[config.mk]
export PLATFORM = sky130hd
export DESIGN_NAME = i86_byte_decoder
export DESIGN_NICKNAME = d
export VERILOG_FILES = /design/src/rtl/i86dec_pkg.sv /design/src/rtl/i86_opcode_lut.sv /design/src/rtl/i86_modrm_dec.sv /design/src/rtl/i86_byte_decoder.sv
export SDC_FILE = /design/constraint.sdc
export NUM_CORES = 1
export LEC_CHECK = 0
export ABC_AREA = 0
export BUFFER_PORTS_ARGS = -buffer_cell sky130_fd_sc_hd__buf_2
export CORE_AREA = 2 2 121 76
export CTS_CLUSTER_SIZE = 14
export DETAILED_ROUTE_END_ITERATION = 7
export DIE_AREA = 0 0 123 78
export PLACE_DENSITY = 0.73
export SETUP_SLACK_MARGIN = 0.3
export SYNTH_ARGS = -nofsm -noshare
export SYNTH_HDL_FRONTEND = slang
export SYNTH_HIERARCHICAL = 1
export SYNTH_SLANG_ARGS = --single-unit
[constraint.sdc]
create_clock -name clk -period 3.3 [get_ports clk]
set_input_delay 0.66 -clock clk [delete_from_list [all_inputs] [get_ports clk]]
set_output_delay 0.66 -clock clk [all_outputs]
set_load 0.005 [all_outputs]
[src/rtl/i86dec_pkg.sv]
package i86dec_pkg;
  localparam int OP_W   = 6;
  localparam int SEL_W  = 5;
  localparam int PEND_W = 2;

  typedef enum logic [1:0] {PH_OPC = 2'd0, PH_MODRM = 2'd1, PH_OPND = 2'd2} phase_t;
  typedef enum logic [2:0] {K_BAD, K_SEG, K_LOCK, K_REP, K_DONE, K_MODRM, K_IMM} kind_t;

  localparam logic [OP_W-1:0] OP_INC  = 6'd8;
  localparam logic [OP_W-1:0] OP_PUSH = 6'd10;
  localparam logic [OP_W-1:0] OP_POP  = 6'd11;
  localparam logic [OP_W-1:0] OP_MOV  = 6'd12;
  localparam logic [OP_W-1:0] OP_XCHG = 6'd13;
  localparam logic [OP_W-1:0] OP_NOP  = 6'd14;
  localparam logic [OP_W-1:0] OP_JCC  = 6'd16;
  localparam logic [OP_W-1:0] OP_DAA  = 6'd32;
  localparam logic [OP_W-1:0] OP_CBW  = 6'd36;
  localparam logic [OP_W-1:0] OP_CWD  = 6'd37;
  localparam logic [OP_W-1:0] OP_WAIT = 6'd38;
  localparam logic [OP_W-1:0] OP_RETN = 6'd43;
  localparam logic [OP_W-1:0] OP_RETF = 6'd44;
  localparam logic [OP_W-1:0] OP_BAD  = 6'd63;

  localparam logic [SEL_W-1:0] S_NONE   = 5'd0;
  localparam logic [SEL_W-1:0] S_IMM    = 5'd1;
  localparam logic [SEL_W-1:0] S_WREG   = 5'd2;
  localparam logic [SEL_W-1:0] S_BREG   = 5'd10;
  localparam logic [SEL_W-1:0] S_SREG   = 5'd18;
  localparam logic [SEL_W-1:0] S_MEM    = 5'd22;
  localparam logic [SEL_W-1:0] S_DIRECT = 5'd30;

  typedef struct packed {
    kind_t             kind;
    logic [OP_W-1:0]   op;
    logic              word;
    logic              swap;
    logic [SEL_W-1:0]  src;
    logic [SEL_W-1:0]  dst;
    logic [PEND_W-1:0] nimm;
  } opc_info_t;

  function automatic logic [SEL_W-1:0] sel_at(input logic [SEL_W-1:0] base, input logic [2:0] idx);
    return base + SEL_W'(idx);
  endfunction

  function automatic logic [OP_W-1:0] op_at(input logic [OP_W-1:0] base, input logic [3:0] idx);
    return base + OP_W'(idx);
  endfunction
endpackage

[src/rtl/i86_opcode_lut.sv]
module i86_opcode_lut
  import i86dec_pkg::*;
(
  input  logic [7:0] opc,
  output opc_info_t  info
);
  logic [2:0] row;
  logic [2:0] low;

  assign row = opc[5:3];
  assign low = opc[2:0];

  always_comb begin
    info      = '0;
    info.kind = K_BAD;
    info.op   = OP_BAD;
    info.src  = S_NONE;
    info.dst  = S_NONE;
    if (opc[7:6] == 2'b00) begin
      case (low)
        3'd0, 3'd1, 3'd2, 3'd3: begin
          info.kind = K_MODRM;
          info.op   = op_at('0, {1'b0, row});
          info.word = low[0];
          info.swap = low[1];
        end
        3'd4: begin
          info.kind = K_IMM;
          info.op   = op_at('0, {1'b0, row});
          info.nimm = PEND_W'(1);
          info.src  = S_IMM;
          info.dst  = S_BREG;
        end
        3'd5: begin
          info.kind = K_IMM;
          info.op   = op_at('0, {1'b0, row});
          info.nimm = PEND_W'(2);
          info.word = 1'b1;
          info.src  = S_IMM;
          info.dst  = S_WREG;
        end
        3'd6: begin
          if (!row[2]) begin
            info.kind = K_DONE;
            info.op   = OP_PUSH;
            info.word = 1'b1;
            info.src  = sel_at(S_SREG, {1'b0, row[1:0]});
          end else begin
            info.kind = K_SEG;
          end
        end
        default: begin
          if (!row[2]) begin
            if (row != 3'd1) begin
              info.kind = K_DONE;
              info.op   = OP_POP;
              info.word = 1'b1;
              info.src  = sel_at(S_SREG, {1'b0, row[1:0]});
            end
          end else begin
            info.kind = K_DONE;
            info.op   = op_at(OP_DAA, {2'b00, row[1:0]});
          end
        end
      endcase
    end else if (opc[7:5] == 3'b010) begin
      info.kind = K_DONE;
      info.op   = op_at(OP_INC, {2'b00, opc[4:3]});
      info.word = 1'b1;
      info.src  = sel_at(S_WREG, low);
      info.dst  = sel_at(S_WREG, low);
    end else if (opc[7:4] == 4'h7) begin
      info.kind = K_IMM;
      info.op   = op_at(OP_JCC, opc[3:0]);
      info.nimm = PEND_W'(1);
      info.src  = S_IMM;
    end else if (opc[7:2] == 6'b100010) begin
      info.kind = K_MODRM;
      info.op   = OP_MOV;
      info.word = opc[0];
      info.swap = opc[1];
    end else if (opc[7:3] == 5'b10010) begin
      info.kind = K_DONE;
      if (low == 3'd0) begin
        info.op = OP_NOP;
      end else begin
        info.op   = OP_XCHG;
        info.word = 1'b1;
        info.src  = S_WREG;
        info.dst  = sel_at(S_WREG, low);
      end
    end else if (opc[7:3] == 5'b10011) begin
      case (low)
        3'd0: begin info.kind = K_DONE; info.op = OP_CBW; end
        3'd1: begin info.kind = K_DONE; info.op = OP_CWD; end
        3'd2: ;
        default: begin
          info.kind = K_DONE;
          info.op   = op_at(OP_WAIT, {1'b0, low - 3'd3});
        end
      endcase
    end else if (opc[7:4] == 4'hB) begin
      info.kind = K_IMM;
      info.op   = OP_MOV;
      info.word = opc[3];
      info.nimm = opc[3] ? PEND_W'(2) : PEND_W'(1);
      info.src  = S_IMM;
      info.dst  = opc[3] ? sel_at(S_WREG, low) : sel_at(S_BREG, low);
    end else begin
      case (opc)
        8'hC3:        begin info.kind = K_DONE; info.op = OP_RETN; end
        8'hCB:        begin info.kind = K_DONE; info.op = OP_RETF; end
        8'hF0:        info.kind = K_LOCK;
        8'hF2, 8'hF3: info.kind = K_REP;
        default: ;
      endcase
    end
  end
endmodule

[src/rtl/i86_modrm_dec.sv]
module i86_modrm_dec
  import i86dec_pkg::*;
(
  input  logic [7:0]        modrm,
  input  logic              word,
  output logic [SEL_W-1:0]  reg_sel,
  output logic [SEL_W-1:0]  rm_sel,
  output logic [PEND_W-1:0] disp_n
);
  logic [1:0] md;
  logic [2:0] rg;
  logic [2:0] rm;

  assign md = modrm[7:6];
  assign rg = modrm[5:3];
  assign rm = modrm[2:0];

  assign reg_sel = word ? sel_at(S_WREG, rg) : sel_at(S_BREG, rg);

  always_comb begin
    case (md)
      2'd0: begin
        if (rm == 3'd6) begin
          rm_sel = S_DIRECT;
          disp_n = PEND_W'(2);
        end else begin
          rm_sel = sel_at(S_MEM, rm);
          disp_n = '0;
        end
      end
      2'd1: begin
        rm_sel = sel_at(S_MEM, rm);
        disp_n = PEND_W'(1);
      end
      2'd2: begin
        rm_sel = sel_at(S_MEM, rm);
        disp_n = PEND_W'(2);
      end
      default: begin
        rm_sel = word ? sel_at(S_WREG, rm) : sel_at(S_BREG, rm);
        disp_n = '0;
      end
    endcase
  end
endmodule

[src/rtl/i86_byte_decoder.sv]
module i86_byte_decoder
  import i86dec_pkg::*;
#(
  parameter int LEN_W = 4
) (
  input  logic             clk,
  input  logic             rst,
  input  logic             in_valid,
  output logic             in_ready,
  input  logic [7:0]       in_byte,
  output logic             out_valid,
  output logic             out_bad,
  output logic [OP_W-1:0]  out_op,
  output logic             out_word,
  output logic [SEL_W-1:0] out_src,
  output logic [SEL_W-1:0] out_dst,
  output logic             out_seg_en,
  output logic [1:0]       out_seg,
  output logic             out_lock,
  output logic [1:0]       out_rep,
  output logic [LEN_W-1:0] out_len
);
  opc_info_t         info;
  logic [SEL_W-1:0]  m_reg, m_rm;
  logic [PEND_W-1:0] m_disp;

  phase_t            phase_q, phase_d;
  logic              lock_q, lock_d, segen_q, segen_d, word_q, word_d, swap_q, swap_d;
  logic [1:0]        rep_q, rep_d, seg_q, seg_d;
  logic [LEN_W-1:0]  len_q, len_d, len_inc;
  logic [OP_W-1:0]   op_q, op_d, p_op;
  logic [SEL_W-1:0]  src_q, src_d, dst_q, dst_d, p_src, p_dst;
  logic [PEND_W-1:0] pend_q, pend_d;
  logic              p_word, post, post_bad, take, ready_q;

  i86_opcode_lut u_lut (
    .opc  (in_byte),
    .info (info)
  );

  i86_modrm_dec u_modrm (
    .modrm   (in_byte),
    .word    (word_q),
    .reg_sel (m_reg),
    .rm_sel  (m_rm),
    .disp_n  (m_disp)
  );

  assign take    = in_valid && ready_q;
  assign len_inc = len_q + LEN_W'(1);

  always_comb begin
    phase_d  = phase_q;
    lock_d   = lock_q;
    segen_d  = segen_q;
    seg_d    = seg_q;
    rep_d    = rep_q;
    len_d    = len_q;
    op_d     = op_q;
    word_d   = word_q;
    swap_d   = swap_q;
    src_d    = src_q;
    dst_d    = dst_q;
    pend_d   = pend_q;
    post     = 1'b0;
    post_bad = 1'b0;
    p_op     = op_q;
    p_word   = word_q;
    p_src    = src_q;
    p_dst    = dst_q;
    if (take) begin
      len_d = len_inc;
      case (phase_q)
        PH_OPC: begin
          case (info.kind)
            K_SEG: begin
              segen_d = 1'b1;
              seg_d   = in_byte[4:3];
            end
            K_LOCK: lock_d = 1'b1;
            K_REP:  rep_d  = {1'b1, in_byte[0]};
            K_DONE: begin
              post   = 1'b1;
              p_op   = info.op;
              p_word = info.word;
              p_src  = info.src;
              p_dst  = info.dst;
            end
            K_MODRM: begin
              op_d    = info.op;
              word_d  = info.word;
              swap_d  = info.swap;
              phase_d = PH_MODRM;
            end
            K_IMM: begin
              op_d    = info.op;
              word_d  = info.word;
              src_d   = info.src;
              dst_d   = info.dst;
              pend_d  = info.nimm;
              phase_d = PH_OPND;
            end
            default: begin
              post     = 1'b1;
              post_bad = 1'b1;
            end
          endcase
        end
        PH_MODRM: begin
          src_d = swap_q ? m_rm : m_reg;
          dst_d = swap_q ? m_reg : m_rm;
          if (m_disp == '0) begin
            post  = 1'b1;
            p_src = swap_q ? m_rm : m_reg;
            p_dst = swap_q ? m_reg : m_rm;
          end else begin
            pend_d  = m_disp;
            phase_d = PH_OPND;
          end
        end
        PH_OPND: begin
          if (pend_q == PEND_W'(1)) post = 1'b1;
          else pend_d = pend_q - PEND_W'(1);
        end
        default: phase_d = PH_OPC;
      endcase
    end
    if (post) begin
      phase_d = PH_OPC;
      lock_d  = 1'b0;
      segen_d = 1'b0;
      seg_d   = '0;
      rep_d   = '0;
      len_d   = '0;
      op_d    = '0;
      word_d  = 1'b0;
      swap_d  = 1'b0;
      src_d   = S_NONE;
      dst_d   = S_NONE;
      pend_d  = '0;
    end
  end

  always_ff @(posedge clk) begin
    if (rst) begin
      phase_q    <= PH_OPC;
      lock_q     <= 1'b0;
      segen_q    <= 1'b0;
      seg_q      <= '0;
      rep_q      <= '0;
      len_q      <= '0;
      op_q       <= '0;
      word_q     <= 1'b0;
      swap_q     <= 1'b0;
      src_q      <= S_NONE;
      dst_q      <= S_NONE;
      pend_q     <= '0;
      ready_q    <= 1'b0;
      out_valid  <= 1'b0;
      out_bad    <= 1'b0;
      out_op     <= '0;
      out_word   <= 1'b0;
      out_src    <= S_NONE;
      out_dst    <= S_NONE;
      out_seg_en <= 1'b0;
      out_seg    <= '0;
      out_lock   <= 1'b0;
      out_rep    <= '0;
      out_len    <= '0;
    end else begin
      phase_q   <= phase_d;
      lock_q    <= lock_d;
      segen_q   <= segen_d;
      seg_q     <= seg_d;
      rep_q     <= rep_d;
      len_q     <= len_d;
      op_q      <= op_d;
      word_q    <= word_d;
      swap_q    <= swap_d;
      src_q     <= src_d;
      dst_q     <= dst_d;
      pend_q    <= pend_d;
      ready_q   <= 1'b1;
      out_valid <= post;
      if (post) begin
        out_bad    <= post_bad;
        out_op     <= post_bad ? OP_BAD : p_op;
        out_word   <= post_bad ? 1'b0 : p_word;
        out_src    <= post_bad ? S_NONE : p_src;
        out_dst    <= post_bad ? S_NONE : p_dst;
        out_seg_en <= post_bad ? 1'b0 : segen_q;
        out_seg    <= post_bad ? 2'd0 : seg_q;
        out_lock   <= post_bad ? 1'b0 : lock_q;
        out_rep    <= post_bad ? 2'd0 : rep_q;
        out_len    <= len_inc;
      end
    end
  end

  assign in_ready = ready_q;
endmodule

==> flow_metrics.env <==
export IMPL_path_max_fanout=5
export IMPL_start_util=0.546
export IMPL_hold_class="reg2reg"
export IMPL_hold_viol=0
export IMPL_cts_path_max_buffers=2
export IMPL_numCtsBuffers=9
export IMPL_die_y_um=78
export IMPL_cap_violations=0
export IMPL_synthToLayoutAreaGrowth_pct=27.7
export IMPL_drv_slew=0
export IMPL_ys_types=66
export IMPL_endpoint="out_src[3]$_SDFFE_PP0P_"
export IMPL_ys_flop_type="dfxtp_1"
export IMPL_syn_nets=602
export IMPL_r2r_start="phase_q[1]$_SDFFE_PP0P_"
export IMPL_synthArstFlopShare=0
export IMPL_vias=4887
export IMPL_power_leakage_nw=2.44
export IMPL_setup_violations=0
export IMPL_ff2ff_path_depth=8
export IMPL_rsz0062_at_grt="yes"
export IMPL_cts_clk_slew_worst_paths_ns=0.06
export IMPL_antenna_cells=0
export IMPL_rr_endpoint="out_src[2]$_SDFFE_PP0P_"
export IMPL_critPathCaptureType="flop"
export IMPL_path_cells="clkbuf_4 > inv_2 > ha_4 > buf_4 > nor3_2 > o31ai_1 > a21oi_1 > a221oi_2 > buf_2 > buf_4 > nor3b_4 > buf_12 > mux2i_2 > o211ai_1 > a32o_2"
export IMPL_cts_tree="yes"
export IMPL_max_clock_freq_mhz=341
export IMPL_path_common_cell="buf_4"
export IMPL_ios=41
export IMPL_vdd_ir_drop_max_mv=0.265
export IMPL_period_share=0.889
export IMPL_viasPerCell=6.34
export IMPL_hpwlAfterDp_um=10800
export IMPL_synth_seq_area_share=0.271
export IMPL_drtIter0Drc=593
export IMPL_nNetsFinal=686
export IMPL_rows=26
export IMPL_period_needed_ns=2.93
export IMPL_track_usage=0.315
export IMPL_synth_top_cell_by_area="dfxtp_1"
export IMPL_synth_edff_count=0
export IMPL_place_gp_congestion=0.947
export IMPL_slowest_stage="nor3b_4"
export IMPL_cp_depth=15
export IMPL_core_area_mm2=0.00839
export IMPL_cp_start_kind="primary input"
export IMPL_ys_warn_count=6
export IMPL_postRouteAntennaNets=0
export IMPL_cpPeakStageDelay_ns=0.32
export IMPL_clock_root_buffer="clkbuf_16"
export IMPL_cts_sinks=62
export IMPL_drcViolationCount=0
export IMPL_grt_max_degree=31
export IMPL_arrival_ns=3.16
export IMPL_startpoint="in_byte[1]"
export IMPL_die_w_um=123
export IMPL_outcome="completed"
export IMPL_first_pass_iters=5
export IMPL_criticalPathCategory="in2reg"
export IMPL_die_area_mm2=0.00959
export IMPL_clock_skew_ns=0.00802
export IMPL_synthTopCellsByArea="dfxtp_1 (27%), mux2i_1 (10%), ha_1 (5.7%)"
export IMPL_layout_area_seq_mm2=0.00124
export IMPL_required_ns=3.53
export IMPL_htree_levels=3
export IMPL_ctsHoldBuffers=0
export IMPL_crit_buf_inv=6
export IMPL_multiInputGateArea_mm2=0.00310
export IMPL_syn_area_mm2=0.00458
export IMPL_nFillCells=663
export IMPL_clock_latency_ns=0.34
export IMPL_worstMarginPinSlew_ns=0.631
export IMPL_p_total_w=0.00233
export IMPL_utilization=0.698
export IMPL_post_drt_wl_per_cell_um=19.3
export IMPL_critical_path_top_delay_family="buffers and inverters"
export IMPL_portBuffers=40
export IMPL_routed_wl_um=14900
export IMPL_drive_above_1_share=0.284
export IMPL_grt_pass1_wl_um=23500
export IMPL_synth_seq_cells=62
export IMPL_post_synth_top_count_cell="dfxtp_1"
export IMPL_synth_common_cells="dfxtp_1 (62), mux2i_1 (46), nor3_1 (46)"
export IMPL_synthCells=570
export IMPL_grt_overflow=0
export IMPL_grt_pass1_vias=4439
export IMPL_power_per_cell_area_mw_per_mm2=398
export IMPL_max_slew_margin=0.578
export IMPL_syn_avg_cell_area_um2=8.04
export IMPL_antenna_found_initial=0
export IMPL_reg2reg_slack_ns=0.89
export IMPL_yosysTopAreaCellShare=0.271
export IMPL_whs_ns=0.456
-- cells in the final DEF, fill, tap and decap left out, drive strengths merged, types with 4 or more instances in the layout --
| master | instances |
|---|---|
| a21oi | 38 |
| o211ai | 12 |
| nor3b | 5 |
| nand2b | 11 |
| ha | 21 |
| nand2 | 22 |
| a211oi | 13 |
| a21boi | 13 |
| clkbuf | 11 |
| o32ai | 13 |
| nor3 | 46 |
| o22ai | 6 |
| or3 | 19 |
| dfxtp | 62 |
| or2 | 6 |
| inv | 43 |
| o21ai | 17 |
| a31oi | 13 |
| nand3 | 9 |
| nor2b | 5 |
| nor2 | 39 |
| buf | 120 |
| a32o | 18 |
| nand4 | 5 |
| xor2 | 4 |
| mux2i | 46 |
-- per-layer routing --
metal	track usage	up-vias	part of all wire
met2	0.456	279	0.42
li1	-	2291	-
met5	0	-	0
met4	0.0955	0	0.019
met3	0.0757	35	0.10
met1	0.458	2282	0.46
-- worst min path at each step --
stage	end	startpoint	slack, ns	cells past startpoint
after floorplan	out_seg[1]$_SDFFE_PP0P_	seg_q[1]$_SDFFE_PP0P_	0.44	1
after global placement	out_bad$_SDFFE_PP0P_	out_bad$_SDFFE_PP0P_	0.44	2
after detailed placement	out_bad$_SDFFE_PP0P_	out_bad$_SDFFE_PP0P_	0.45	2
after CTS	out_bad$_SDFFE_PP0P_	out_bad$_SDFFE_PP0P_	0.46	2
after global routing	out_bad$_SDFFE_PP0P_	out_bad$_SDFFE_PP0P_	0.48	2
final	out_bad$_SDFFE_PP0P_	out_bad$_SDFFE_PP0P_	0.46	2
-- cell families (layout without fill, tap and decap cells) --
kind of cell,count (synthesis),after routing,synth area share
fa+ha+maj,21,21,0.0573
simple gates,178,178,0.202
buf+inv,89,178,0.0857
xor+xnor,7,7,0.0134
mux,47,47,0.104
flops,62,62,0.271
compound gates,166,166,0.267
-- worst register-to-register path, cell delays in order, from the launching register on --
cell and delay (ns):
dfxtp_1 0.34, inv_1 0.10, ha_1 0.42, buf_4 0.30, nor3b_1 0.38, a21oi_2 0.17, a211oi_4 0.31, buf_12 0.18
a32o_2 0.14
-- power by group --
group          total [W]  internal [W]  switching (W)
sequential      0.000769      0.000760     0.00000834
clock            0.00104      0.000671       0.000371
combinational   0.000522      0.000219       0.000304
total            0.00233       0.00165       0.000683
-- area by class of cell --
class / instances / area share
clock inverters: 7 / 0.0175
inverters: 40 / 0.0256
clock buffers: 9 / 0.0385
repair buffers: 122 / 0.153
well taps: 112 / 0.0239
multi-input cells: 419 / 0.530
flip-flops and latches: 62 / 0.212
-- registers in the layout, summed over array words and instances (netlist names), 4 cells and up --
register and cells:
dst_q 5, op_q 6, out_len 4, len_q 4, out_dst 5, src_q 5
out_op 6, out_src 5
-- per-stage QoR --
stage	std cells	TNS (ns)	instance area, µm²	setup slack [ns]
2_1_floorplan	570	0	4640	0.299
3_3_place_gp	749	-0.00138	5350	-0.000804
3_5_place_dp	749	-0.569	5350	-0.0512
6_report	771	0	5850	0.367
5_1_grt	771	0	5850	0.265
4_1_cts	765	0	5690	0.305
-- repair_timing --
item                                   CTS  global route
buffers inserted                         0             4
gates cloned                             0             2
pin swaps                                0             5
endpoints found under the hold margin    0             0
setup endpoints to repair                2            61
gates resized for setup                  1            28
No activity file was read; power rests on OpenSTA's default activity.
